--- src/rtl/pwr_pkg.sv ---
package pwr_pkg;

  typedef enum logic [2:0] {
    MD_IDLE  = 3'b000,
    MD_ADCNR = 3'b001,
    MD_PDOWN = 3'b010,
    MD_PSAVE = 3'b011,
    MD_RSV4  = 3'b100,
    MD_RSV5  = 3'b101,
    MD_STBY  = 3'b110,
    MD_XSTBY = 3'b111
  } sleepMode_e;

  typedef enum logic [1:0] {PH_RUN, PH_SLEEP, PH_START, PH_HALT} phase_e;

  typedef struct packed {
    logic cpu;
    logic flash;
    logic io;
    logic adc;
    logic asy;
    logic osc;
  } clkEn_t;

  typedef struct packed {
    logic extLevel;
    logic extEdge;
    logic pinChg;
    logic addrMatch;
    logic timer;
    logic nvmReady;
    logic adc;
    logic wdt;
    logic otherIo;
  } wakeSrc_t;

  typedef struct packed {
    logic   latchMode;
    logic   loadStart;
    logic   loadHalt;
    logic   countDown;
    logic   resumeIrq;
    logic   resumeReset;
    phase_e phase;
  } strobe_t;

  localparam int HALT_CYCLES = 4;

  function automatic sleepMode_e normMode(logic [2:0] code);
    if (code == 3'b100 || code == 3'b101) return MD_IDLE;
    return sleepMode_e'(code);
  endfunction

  function automatic clkEn_t sleepMask(sleepMode_e m);
    case (m)
      MD_ADCNR: return clkEn_t'(6'b000111);
      MD_PDOWN: return clkEn_t'(6'b000000);
      MD_PSAVE: return clkEn_t'(6'b000010);
      MD_STBY:  return clkEn_t'(6'b000001);
      MD_XSTBY: return clkEn_t'(6'b000011);
      default:  return clkEn_t'(6'b001111);
    endcase
  endfunction

  function automatic logic wakeQualify(sleepMode_e m, wakeSrc_t s, logic timerAsync);
    logic common;
    common = s.extLevel | s.pinChg | s.addrMatch | s.wdt;
    case (m)
      MD_ADCNR:         return common | (s.timer & timerAsync) | s.nvmReady | s.adc;
      MD_PDOWN, MD_STBY: return common;
      MD_PSAVE, MD_XSTBY: return common | (s.timer & timerAsync);
      default:          return |s;
    endcase
  endfunction

endpackage

--- src/rtl/pwr_ctrl.sv ---
module pwr_ctrl
  import pwr_pkg::*;
(
  input  logic    clk,
  input  logic    rstN,
  input  logic    sleepReq,
  input  logic    sleepEn,
  input  logic    coreReset,
  input  logic    wakeHit,
  input  logic    cntLast,
  input  logic    startZero,
  output strobe_t strobe
);

  phase_e stateQ;
  logic   rstFlagQ;
  logic   rstFlagNext;

  always_comb begin
    strobe       = '0;
    strobe.phase = stateQ;
    rstFlagNext  = rstFlagQ;
    case (stateQ)
      PH_RUN: begin
        if (sleepReq && sleepEn) begin
          strobe.latchMode = 1'b1;
          strobe.phase     = PH_SLEEP;
        end
      end
      PH_SLEEP: begin
        if (coreReset) begin
          rstFlagNext = 1'b1;
          if (startZero) begin
            strobe.phase       = PH_RUN;
            strobe.resumeReset = 1'b1;
          end else begin
            strobe.phase     = PH_START;
            strobe.loadStart = 1'b1;
          end
        end else if (wakeHit) begin
          if (startZero) begin
            strobe.phase    = PH_HALT;
            strobe.loadHalt = 1'b1;
          end else begin
            strobe.phase     = PH_START;
            strobe.loadStart = 1'b1;
          end
        end
      end
      PH_START: begin
        if (coreReset) rstFlagNext = 1'b1;
        if (cntLast) begin
          if (rstFlagQ || coreReset) begin
            strobe.phase       = PH_RUN;
            strobe.resumeReset = 1'b1;
          end else begin
            strobe.phase    = PH_HALT;
            strobe.loadHalt = 1'b1;
          end
        end else begin
          strobe.countDown = 1'b1;
        end
      end
      PH_HALT: begin
        if (coreReset) begin
          strobe.phase       = PH_RUN;
          strobe.resumeReset = 1'b1;
        end else if (cntLast) begin
          strobe.phase     = PH_RUN;
          strobe.resumeIrq = 1'b1;
        end else begin
          strobe.countDown = 1'b1;
        end
      end
      default: strobe.phase = PH_RUN;
    endcase
    if (strobe.phase == PH_RUN) rstFlagNext = 1'b0;
  end

  always_ff @(posedge clk or negedge rstN) begin
    if (!rstN) begin
      stateQ   <= PH_RUN;
      rstFlagQ <= 1'b0;
    end else begin
      stateQ   <= strobe.phase;
      rstFlagQ <= rstFlagNext;
    end
  end

endmodule

--- src/rtl/pwr_datapath.sv ---
module pwr_datapath
  import pwr_pkg::*;
#(
  parameter int CNT_W       = 16,
  parameter int STBY_CYCLES = 6
) (
  input  logic             clk,
  input  logic             rstN,
  input  strobe_t          strobe,
  input  logic [2:0]       modeSel,
  input  logic [CNT_W-1:0] startupCycles,
  input  wakeSrc_t         wakeSrc,
  input  logic             timerAsync,
  output logic             wakeHit,
  output logic             cntLast,
  output logic             startZero,
  output clkEn_t           clkEn,
  output logic             resumeIrq,
  output logic             resumeReset
);

  localparam logic [CNT_W-1:0] STBY_LOAD = CNT_W'(STBY_CYCLES);
  localparam logic [CNT_W-1:0] HALT_LOAD = CNT_W'(HALT_CYCLES);

  sleepMode_e       modeQ;
  sleepMode_e       modeNext;
  logic [CNT_W-1:0] cntQ;
  logic [CNT_W-1:0] startVal;
  clkEn_t           clkEnNext;
  clkEn_t           startMask;

  assign modeNext = strobe.latchMode ? normMode(modeSel) : modeQ;

  always_comb begin
    case (modeQ)
      MD_PDOWN, MD_PSAVE: startVal = startupCycles;
      MD_STBY, MD_XSTBY:  startVal = STBY_LOAD;
      default:            startVal = '0;
    endcase
  end

  assign startZero = (startVal == '0);
  assign cntLast   = (cntQ == CNT_W'(1));
  assign wakeHit   = wakeQualify(modeQ, wakeSrc, timerAsync);

  always_comb begin
    startMask     = sleepMask(modeNext);
    startMask.osc = 1'b1;
    case (strobe.phase)
      PH_SLEEP: clkEnNext = sleepMask(modeNext);
      PH_START: clkEnNext = startMask;
      PH_HALT:  clkEnNext = clkEn_t'(6'b001111);
      default:  clkEnNext = clkEn_t'(6'b111111);
    endcase
  end

  always_ff @(posedge clk or negedge rstN) begin
    if (!rstN) begin
      modeQ       <= MD_IDLE;
      cntQ        <= '0;
      clkEn       <= clkEn_t'(6'b111111);
      resumeIrq   <= 1'b0;
      resumeReset <= 1'b0;
    end else begin
      modeQ       <= modeNext;
      clkEn       <= clkEnNext;
      resumeIrq   <= strobe.resumeIrq;
      resumeReset <= strobe.resumeReset;
      if (strobe.loadStart)      cntQ <= startVal;
      else if (strobe.loadHalt)  cntQ <= HALT_LOAD;
      else if (strobe.countDown) cntQ <= cntQ - CNT_W'(1);
    end
  end

endmodule

--- src/rtl/pwr_sleep_ctrl.sv ---
module pwr_sleep_ctrl
  import pwr_pkg::*;
#(
  parameter int CNT_W       = 16,
  parameter int STBY_CYCLES = 6
) (
  input  logic             clk,
  input  logic             rstN,
  input  logic             sleepReq,
  input  logic             sleepEn,
  input  logic [2:0]       modeSel,
  input  logic [CNT_W-1:0] startupCycles,
  input  logic             timerAsync,
  input  logic             wakeExtLevel,
  input  logic             wakeExtEdge,
  input  logic             wakePinChg,
  input  logic             wakeAddrMatch,
  input  logic             wakeTimer,
  input  logic             wakeNvmReady,
  input  logic             wakeAdc,
  input  logic             wakeWdt,
  input  logic             wakeOtherIo,
  input  logic             coreReset,
  output logic             cpuClkEn,
  output logic             flashClkEn,
  output logic             ioClkEn,
  output logic             adcClkEn,
  output logic             asyClkEn,
  output logic             oscEn,
  output logic             resumeIrq,
  output logic             resumeReset
);

  strobe_t  strobe;
  wakeSrc_t wakeSrc;
  clkEn_t   clkEn;
  logic     wakeHit;
  logic     cntLast;
  logic     startZero;

  assign wakeSrc = '{extLevel: wakeExtLevel, extEdge: wakeExtEdge, pinChg: wakePinChg,
                     addrMatch: wakeAddrMatch, timer: wakeTimer, nvmReady: wakeNvmReady,
                     adc: wakeAdc, wdt: wakeWdt, otherIo: wakeOtherIo};

  pwr_ctrl u_ctrl (
    .clk       (clk),
    .rstN      (rstN),
    .sleepReq  (sleepReq),
    .sleepEn   (sleepEn),
    .coreReset (coreReset),
    .wakeHit   (wakeHit),
    .cntLast   (cntLast),
    .startZero (startZero),
    .strobe    (strobe)
  );

  pwr_datapath #(
    .CNT_W       (CNT_W),
    .STBY_CYCLES (STBY_CYCLES)
  ) u_dp (
    .clk           (clk),
    .rstN          (rstN),
    .strobe        (strobe),
    .modeSel       (modeSel),
    .startupCycles (startupCycles),
    .wakeSrc       (wakeSrc),
    .timerAsync    (timerAsync),
    .wakeHit       (wakeHit),
    .cntLast       (cntLast),
    .startZero     (startZero),
    .clkEn         (clkEn),
    .resumeIrq     (resumeIrq),
    .resumeReset   (resumeReset)
  );

  assign cpuClkEn   = clkEn.cpu;
  assign flashClkEn = clkEn.flash;
  assign ioClkEn    = clkEn.io;
  assign adcClkEn   = clkEn.adc;
  assign asyClkEn   = clkEn.asy;
  assign oscEn      = clkEn.osc;

endmodule

--- config.mk ---
export PLATFORM = sky130hd
export DESIGN_NAME = pwr_sleep_ctrl
export DESIGN_NICKNAME = d
export VERILOG_FILES = /design/src/rtl/pwr_pkg.sv /design/src/rtl/pwr_ctrl.sv /design/src/rtl/pwr_datapath.sv /design/src/rtl/pwr_sleep_ctrl.sv
export SDC_FILE = /design/constraint.sdc
export NUM_CORES = 1
export LEC_CHECK = 0
export ABC_AREA = 1
export ABC_CLOCK_PERIOD_IN_PS = 1550
export BUFFER_PORTS_ARGS = -buffer_cell sky130_fd_sc_hd__buf_2
export CORE_ASPECT_RATIO = 1.75
export CORE_MARGIN = 5
export CORE_UTILIZATION = 35
export DETAILED_ROUTE_END_ITERATION = 16
export PLACE_DENSITY_LB_ADDON = 0.12
export SYNTH_ARGS = -nofsm -noshare
export SYNTH_HDL_FRONTEND = slang
export SYNTH_SLANG_ARGS = --single-unit
--- constraint.sdc ---
create_clock -name clk -period 1.55 [get_ports clk]
set_input_delay 0.155 -clock clk [delete_from_list [all_inputs] [get_ports clk]]
set_output_delay 0.155 -clock clk [all_outputs]
set_load 0.005 [all_outputs]
**Word-level counts from Yosys, hierarchy flattened**

Cells that the tools add are included.

- Equality and inequality tests: 19
- Add/subtract/negate cells: 1
- Reduce and logical (&&, ||, !) cells: 16
- Bitwise gates (word level): 7
- Multiplexer cells: 44

Operator list:

| kind | count |
|---|---|
| two-way mux 16 bit | 3 |
| one-hot mux 16 bit (2 select lines) | 1 |
| two-way mux 1 bit | 20 |
| one-hot mux 4 bit (5 select lines) | 1 |
| equality test 3 bit, second input constant | 6 |
| two-way mux 2 bit | 9 |
| one-hot mux 6 bit (3 select lines) | 1 |
| equality test 16 x 1 -> 1 bit, second input constant | 1 |
| zero test 16 bit | 1 |
| subtractor 16 x 1 -> 16 bit, second input constant | 1 |
| equality test 3 x 2 -> 1 bit, second input constant | 4 |
| two-way mux 3 bit | 4 |
| OR reduction 2 bit | 5 |
| OR reduction 9 bit | 1 |
| equality test 2 bit, second input constant | 4 |
| one-hot mux 2 bit (4 select lines) | 1 |
| equality test 3 x 1 -> 1 bit, second input constant | 2 |
| OR 1 bit | 6 |
| one-hot mux 1 bit (3 select lines) | 2 |
| equality test 2 x 1 -> 1 bit, second input constant | 2 |
| zero test 2 bit | 2 |
| one-hot mux 1 bit (2 select lines) | 2 |
| nonzero test 2 bit | 2 |
| nonzero test 3 bit | 1 |
| 4 further kinds | 5 |

- Input port bits: 34
- Register bits: 30
- Logic and storage cells: 99

**Logic depth before layout (Yosys ltp)**

Gate-level depths: netlist of run 1.

- Depth after elaboration: 13
- Depth in mapped cells: 16

**Modules after synthesis**

Synthesis of run 1 repeated with hierarchy kept, for this count alone.

- Cell total of the unflattened synthesis: 313
- Area, all modules: 2,147.1 um^2

By module, submodules not included:

| module | cells each | times used | area each (um^2) | sequential area each (um^2) |
|---|---|---|---|---|
| pwr_datapath | 250 | 1 | 1,770.4 | 656.9 |
| pwr_ctrl | 63 | 1 | 376.6 | 75.1 |

**Worst setup path after synthesis of run 1**

Ideal clock, no wire load.

- Path type: reg2reg
- Start: register u_dp.modeQ[2]
- End: register u_dp.cntQ[0]
- Setup time: 117 ps
- Stages on the path, launching flop included: 14
- Arrival: 1,529 ps
- Required time: 1,433 ps
- Setup slack: -96 ps
- Path through: dfrtp_1 -> o21ai_0 -> nand2_1 -> nor2_1 -> nand2_1 -> nor2_2 -> nand2_2 -> nand2_2 -> nand2_4 -> buf_12 -> nand3_2 -> nand2_1 -> nand2_1 -> nand2_1

- Cells in the longest elaborated chain, start to end: 10

RTL lines:

| what | line | RTL |
|---|---|---|
| start: declaration | pwr_datapath.sv:25 | `sleepMode_e modeQ;` |
| start signal: assignment | pwr_datapath.sv:65 | `modeQ <= modeNext;` |
| equality test 3 bit or equality test 3 x 2 -> 1 bit (tied branches) | pwr_pkg.sv:68, pwr_datapath.sv:35 |  |
| OR reduction 2 bit | pwr_datapath.sv:35 | `case (modeQ)` |
| one-hot mux 16 bit (2 select lines) | pwr_datapath.sv:35 |  |
| zero test 16 bit | pwr_datapath.sv:42 | `assign startZero = (startVal == '0);` |
| two-way mux 1 bit | pwr_ctrl.sv:41 | `if (startZero) begin` |
| two-way mux 2 bit | pwr_ctrl.sv:40 | `end else if (wakeHit) begin` |
| two-way mux 1 bit | pwr_ctrl.sv:31 | `if (coreReset) begin` |
| one-hot mux 1 bit (2 select lines) | pwr_ctrl.sv:23 | `case (stateQ)` |
| two-way mux 16 bit | pwr_datapath.sv:70 | `else if (strobe.loadHalt) cntQ <= HALT_LOAD;` |
| two-way mux 16 bit | pwr_datapath.sv:69 | `if (strobe.loadStart) cntQ <= startVal;` |
| end signal: assignment | pwr_datapath.sv:69 |  |
| end signal: assignment | pwr_datapath.sv:71 | `else if (strobe.countDown) cntQ <= cntQ - CNT_W'(1);` |
| end: declaration | pwr_datapath.sv:27 | `logic [CNT_W-1:0] cntQ;` |

Several ways; a longest one is shown, not always the timed one.
A chain may end at the register's enable or synchronous reset.

**Final worst setup path of run 1**

- Start: register u_dp.modeQ[2]
- End: register u_dp.cntQ[10]

Same word-level chain as after synthesis.

==> results of run 1 <==
[stage by stage]
step | cell area (sq um) | hold WS [ps] | total power [mW]
5_1_grt | 3665 | 255.2 | 8.777
3_3_place_gp | 3054 | 201.2 | 5.838
3_5_place_dp | 3054 | 204.3 | 5.866
2_1_floorplan | 2292 | -140.6 | 4.057
4_1_cts | 3501 | 220.1 | 7.697
6_report | 3665 | 220.6 | 8.108
[power by group through the flow]
stage | Sequential [mW] | Combinational, mW | Clock (mW)
floorplan | 1.35 | 2.70 | 0
global placement | 1.32 | 4.52 | 0
detailed placement | 1.32 | 4.55 | 0
CTS | 1.34 | 5.20 | 1.16
global route | 1.39 | 6.20 | 1.19
finish | 1.34 | 5.63 | 1.13
[area by class of cell]
cell class / instances / share of cell area (%)
timing repair buffer: 126 / 25.06
clock inverter: 3 / 1.263
sequential: 29 / 20.01
timing repair inverter: 1 / 0.2390
clock buffer: 5 / 3.414
multi-input combinational: 254 / 42.16
tap: 82 / 2.800
inverter: 46 / 5.053
[worst max-delay path: stages (launching register included)]
cell	delay [ps]
dfrtp_2	450
nor2_4	140
buf_6	150
buf_6	110
o21ai_2	40
nand3_1	80
nor2_2	50
nand2_2	90
nand3_4	140
nand3_4	200
clkinv_4	120
nand2_2	80
nand2_1	50
[logic make-up after synthesis]
logic type               synth area share (%)
adder cells (fa/ha/maj)                 3.282
buffers and inverters                   11.54
AO/OA/AOI/OAI                           6.455
XOR/XNOR                                3.447
flip-flops                              32.00
AND/OR/NAND/NOR                         43.27
[cell usage after synthesis]
master	n
a21oi_1	5
nand2_2	4
ha_1	6
nand3_1	41
dfstp_2	5
nor2_2	2
o21ai_2	4
nand4_1	8
buf_2	3
inv_1	42
xor2_1	7
a22oi_1	1
or2_1	1
buf_6	3
o21ai_1	1
nand3_2	10
xnor2_1	2
clkinv_4	1
nand3_4	2
and3_1	2
nor3_1	2
nand2_4	1
buf_4	2
a31o_2	1
dfrtp_1	24
buf_12	1
inv_4	1
nor2_1	35
inv_2	2
o21ai_0	12
nand2_1	104
o22ai_1	1
[repair_timing]
action                                 4_1_cts  5_1_grt
hold buffers                                 1        0
gates cloned                                 4        0
gates resized for setup                     43       46
setup buffers                               10        3
endpoints found under the hold margin       24        0
pin swaps                                   13       18
setup endpoints to repair                   25       25
[state kept, by name, indices dropped and copies added, names as in the netlist]
signal,cells
u_dp.clkEn,5
u_ctrl.rstFlagQ,1
u_dp.modeQ,3
u_ctrl.stateQ,2
u_dp.resumeReset,1
u_dp.cntQ,16
u_dp.resumeIrq,1
[routing by layer]
metal  global-route usage [%]  wire length (um)  up-vias
met5                        0                 0        -
met4                    7.277               201        0
met3                    3.675               292       15
met2                    38.81              4337       51
met1                    17.42              2555     1168
li1                         -                 -     1328
[path summary, 6_finish.rpt]
path	start	end	depth (start not counted)
hold reg to reg	u_dp.cntQ[0]	u_dp.cntQ[0]	2
min in group asynchronous	rstN	u_dp.cntQ[13]	3
hold / removal	startupCycles[4]	u_dp.cntQ[4]	5
setup reg to reg	u_dp.modeQ[2]	u_dp.cntQ[10]	12
setup / recovery	u_dp.modeQ[2]	u_dp.cntQ[10]	12
max in group asynchronous	rstN	u_dp.clkEn[5]	3
==> results.md, run 1 <==
- Status: finished with violations
- Failing checks: negative setup slack
- Worst slew margin: 72.76%
- CP startpoint kind: flip-flop
- Req. time, crit path: 1720 ps
- Grt total ovfl: 0
- Initial antenna violation count: 0
- DR vias: 2562
- Routability cong.: 0.9066
- RSZ-0062 raised after global routing: yes
- Number of fillers in the final layout: 632
- TritonCTS sink count: 29
- First-pass GRT wire length: 11950 um
- Switch share: 44.88%
- Final core utilization: 56.90%
- Mean Syn Cell Area: 6.807 sq um
- Part of the power in registers: 16.6%
- Synth top area share: 26.26%
- Final Skew: 5.202 ps
- Worst Tran Pin Value: 408.6 ps
- Post-route DRC: 0
- Critical path class: reg2reg
- F_max: 0.5473 GHz
- Post-route ant nets: 0
- Drt initial violations: 129
- H-tree depth: 2
- Placed Instances: 522
- Area leader, netlist: dfrtp_1
- Root Buffer: clkbuf_16
- N_diodes: 0
- Cell area after synthesis: 0.002287 sq mm
- Routed WL per cell: 13.53 um
- Non-Filler Instances: 546
- P_int: 4.469 mW
- Worst-Skew Late Latency: 280 ps
- Layout cells sized above 1: 48.49%
- Register area: 733.2 sq um
- PwrDens: 2212 mW/mm^2
- Routed wire length: 7387 um
- I/O pin cnt: 42
- Max cap viols: 0
- Final WS setup: -277.1 ps
- YS warnings: 0
- Hold Fails Final Rpt: 0
- R2R setup slack: -280 ps
- Syn nets: 376
- Die width: 71.11 um
- GRT Overall Usage: 18.75%
- Synth area leaders: dfrtp_1 26%, nand2_1 17%, nand3_1 9.0%
- Pins Over Slew Limit: 0
- Period Utilization, post-route: 117.9%
- CTS buffer count: 5
- Top fanout value on the critical path: 6
- Area of the multi-input gates: 0.001545 sq mm
- Final setup violation count: 24
- Core box area: 0.006441 sq mm
- Area Growth Syn to Fin: 60.23%
- Final HPWL DP: 5474 um
- I/O Buffers: 41
- Switching Power: 3.638 mW
- Die H: 116.9 um
- Place WS: -451.7 ps
- Post-synthesis register bit count: 29
- Number of detailed-route iterations in the first pass: 4
- Vias in the first global route: 2589
- P_leak: 1.967 nW
- Clock share of power: 14.0%
- Commonest non-fill, non-tap cells in the layout: 82 x nand2_1, 71 x buf_4, 41 x buf_2, 37 x inv_1, 34 x nand3_1
- CTS tree: yes
- Vias per cell: 4.692
- HP Class: in2reg
- Commonest non-fill, non-tap cell in the layout: nand2_1
- Tmin final: 1827 ps
- Site Rows: 39
- Worst vdd ir: 1113 uV
- Die area: 0.008316 sq mm
- Sequential fraction of the synthesis area: 32.00%
- Largest net degree at the start of global routing: 30
- Yosys cell types: 32
- Setup crit end kind: flip-flop
- Gate power share: 69.5%
- Fin Setup TNS: -5181 ps
- Mapped Cells: 336
- CP arrival: 2000 ps
- Starting Density: 35.51%
- Clock transition at path regs: 60 ps
- CTS max path bufs: 2
- Final net count: 503
(Power assumes the default switching activity.)
==> run 2: changes to the inputs <==
ABC_CLOCK_PERIOD_IN_PS = 2250   (was 1550)
clock period = 2.25 ns   (was 1.55 ns; I/O delays follow)
==> run 2 against run 1 <==
The flow finishes with violations (negative hold slack). Worst hold slack got worse by 230 ps. Non-clock buffer count is 68 lower. Final cell count is 13% lower. Wire length shrank 14%. First-iteration DRC count is 2.3% higher. Sequential share of layout area grew 5.9 points. Critical path type unchanged. Fmax decreased by 11%. Die area stayed put. Clock skew fell by 2.0 ps. Clock power fell by 37%.
==> results.md, run 2 (synthesized netlist as in run 1, its figures left out) <==
- Hold WS: -12.03 ps (was 220.6 ps)
- Vias per cell: 4.731 (was 4.692)
- Tmin final: 2042 ps (was 1827 ps)
- Commonest non-fill, non-tap cells in the layout: 104 x nand2_1, 42 x inv_1, 41 x nand3_1, 41 x buf_2, 35 x nor2_1 (was 82 x nand2_1, 71 x buf_4, 41 x buf_2, 37 x inv_1, 34 x nand3_1)
- Worst slew margin: 53.11% (was 72.76%)
- Top fanout value on the critical path: 21 (was 6)
- Max FFs per register: 16 (unchanged)
- CTS max path bufs: 2 (unchanged)
- First-pass GRT wire length: 10650 um (was 11950 um)
- GRT Overall Usage: 16.79% (was 18.75%)
- Routed wire length: 6374 um (was 7387 um)
- Req. time, crit path: 2420 ps (was 1720 ps)
- Critical path class: reg2reg (unchanged)
- Routed WL per cell: 13.42 um (was 13.53 um)
- Max cap viols: 0 (unchanged)
- Worst Tran Pin Value: 703.4 ps (was 408.6 ps)
- CP arrival: 2220 ps (was 2000 ps)
- Root Buffer: clkbuf_16 (unchanged)
- Vias in the first global route: 2215 (was 2589)
- F_max: 0.4897 GHz (was 0.5473 GHz)
- Failing checks: negative hold slack (was negative setup slack)
- Final HPWL DP: 4981 um (was 5474 um)
- CP startpoint kind: flip-flop (unchanged)
- Post-route ant nets: 0 (unchanged)
- Initial antenna violation count: 0 (unchanged)
- Pins Over Slew Limit: 0 (unchanged)
- CTS buffer count: 5 (unchanged)
- Commonest non-fill, non-tap cell in the layout: nand2_1 (unchanged)
- Clock transition at path regs: 50 ps (was 60 ps)
- P_leak: 1.549 nW (was 1.967 nW)
- CTS tree: yes (unchanged)
- Starting Density: 35.51% (unchanged)
- Worst vdd ir: 700.0 uV (was 1113 uV)
- Drt initial violations: 132 (was 129)
- Fin Setup TNS: 0 ps (was -5181 ps)
- Number of fillers in the final layout: 711 (was 632)
- RSZ-0062 raised after global routing: yes (unchanged)
- Final setup violation count: 0 (was 24)
- Grt total ovfl: 0 (unchanged)
- Post-route DRC: 0 (unchanged)
- Number of detailed-route iterations in the first pass: 4 (unchanged)
- Status: finished with violations (unchanged)
- TritonCTS sink count: 29 (unchanged)
- Hold Buf Count CTS: 0 (was 1)
- Die area: 0.008316 sq mm (unchanged)
- Routability cong.: 0.8074 (was 0.9066)
- Critical Path Most Common Cell: nand2_1
- Site Rows: 39 (unchanged)
- CP delay by family, top: simple AND/OR/NAND/NOR gates (unchanged)
- Register area: 732.0 sq um (was 733.2 sq um)
- Largest regs: u_dp.cntQ x16, u_dp.clkEn x5, u_dp.modeQ x3 (unchanged)
- Hold Fails Final Rpt: 10 (was 0)
- CP peak stage delay: 390 ps (was 450 ps)
- Largest net degree at the start of global routing: 30 (unchanged)
- Area Growth Syn to Fin: 23.30% (was 60.23%)
- Slowest CP cell: dfrtp_1 (was dfrtp_2)
- Layout cells sized above 1: 25.19% (was 48.49%)
- Setup crit end kind: flip-flop (unchanged)
- Period Utilization, post-route: 90.76% (was 117.9%)
- Die H: 116.9 um (unchanged)
- PwrDens: 1506 mW/mm^2 (was 2212 mW/mm^2)
- Worst-Skew Late Latency: 280 ps (about the same)
- HP Class: in2async (was in2reg)
- N_diodes: 0 (unchanged)
- I/O pin cnt: 42 (unchanged)
- Critical path buffers and inverters: 4 (was 3)
- H-tree depth: 2 (unchanged)
- Reg with most FFs: u_dp.cntQ (unchanged)
- Final net count: 432 (was 503)
- Crit-path cells: inv_2 > nor2_2 > buf_12 > o21ai_0 > nand2_1 > inv_1 > nand2_1 > nor2_2 > nand2_2 > nand2_2 > nand2_8 > nand3_4 > buf_4 > nand2_1 > nand2_1 (was nor2_4 > buf_6 > buf_6 > o21ai_2 > nand3_1 > nor2_2 > nand2_2 > nand3_4 > nand3_4 > clkinv_4 > nand2_2 > nand2_1)
- Area of the multi-input gates: 0.001300 sq mm (was 0.001545 sq mm)
- Die width: 71.11 um (unchanged)
- I/O Buffers: 41 (unchanged)
- Core box area: 0.006441 sq mm (unchanged)
- DR vias: 2247 (was 2562)
- Final Skew: 3.222 ps (was 5.202 ps)
[run 2: cell count changes in the layout (fill, tap and decap cells not counted), moves of 5 or more]
cell,delta
inv_1,+5
buf_4,-55
buf_6,-10
nand3_2,-5
nand2_2,-18
nand3_1,+7
nor2_1,+13
nor2_2,-10
nand2_1,+22
o21ai_0,+6
[run 2: report_power, final]
part           leakage, nW  total (mW)  switching [mW]  internal, mW
combinational         1.11        2.55            1.54          1.01
clock               0.0799       0.707           0.239         0.467
sequential           0.357       0.989           0.209         0.780
total                 1.55        4.25            1.99          2.26
[run 2: path summary, 6_finish.rpt]
check / from / endpoint / slack, ps / cells after the start
setup reg to reg: u_dp.modeQ[1] / u_dp.cntQ[10] / 210 / 15
max in group asynchronous: rstN / u_dp.cntQ[2] / 1800 / 1
min in group clk: modeSel[2] / u_dp.modeQ[2] / 250 / 3
setup / recovery: u_dp.modeQ[1] / u_dp.cntQ[10] / 210 / 15
hold reg to reg: u_dp.cntQ[1] / u_dp.cntQ[1] / 510 / 2
hold / removal: rstN / u_dp.cntQ[14] / -10 / 1
[run 2: final cells by class]
| type | instances | share of cell area (%) |
|---|---|---|
| Multi-Input combinational cell | 252 | 46.10 |
| Sequential cell | 29 | 25.95 |
| Tap cell | 82 | 3.638 |
| Clock inverter | 1 | 0.1775 |
| Timing Repair Buffer | 58 | 12.24 |
| Clock buffer | 7 | 5.413 |
| Inverter | 46 | 6.477 |
[run 2: worst reg2reg max path, delay by kind of cell (launching register included)]
family	cells	cell delay [ps]
AO/OA/AOI/OAI	1	120
buffers and inverters	4	480
flip-flops	1	390
AND/OR/NAND/NOR	10	950
[run 2: per-layer routing]
layer / track usage, % / routed length (um) / share of wire, %
met5: 0 / 0 / 0
met4: 8.156 / 148 / 2.3
met3: 3.248 / 307 / 4.8
met2: 32.36 / 3554 / 56
met1: 16.96 / 2364 / 37
[run 2: what timing repair did]
| action | 4_1_cts | 5_1_grt |
|---|---|---|
| endpoints found under the setup margin | 0 | 13 |
| hold endpoints to repair | 0 | 0 |
| gates resized for setup | 0 | 2 |
| buffers inserted | 0 | 8 |
[run 2: through the flow]
step           cell area, sq um  total power, mW  setup WS [ps]  cells  util (%)
2_1_floorplan              2287            2.781          604.2    336         -
3_3_place_gp               2591            3.427          130.4    459     40.23
3_5_place_dp               2591            3.408          112.5    459     40.23
4_1_cts                    2749            4.141          101.1    467     42.68
5_1_grt                    2820            4.687        0.04929    475     43.78
6_report                   2820            4.246          207.8    475     43.78
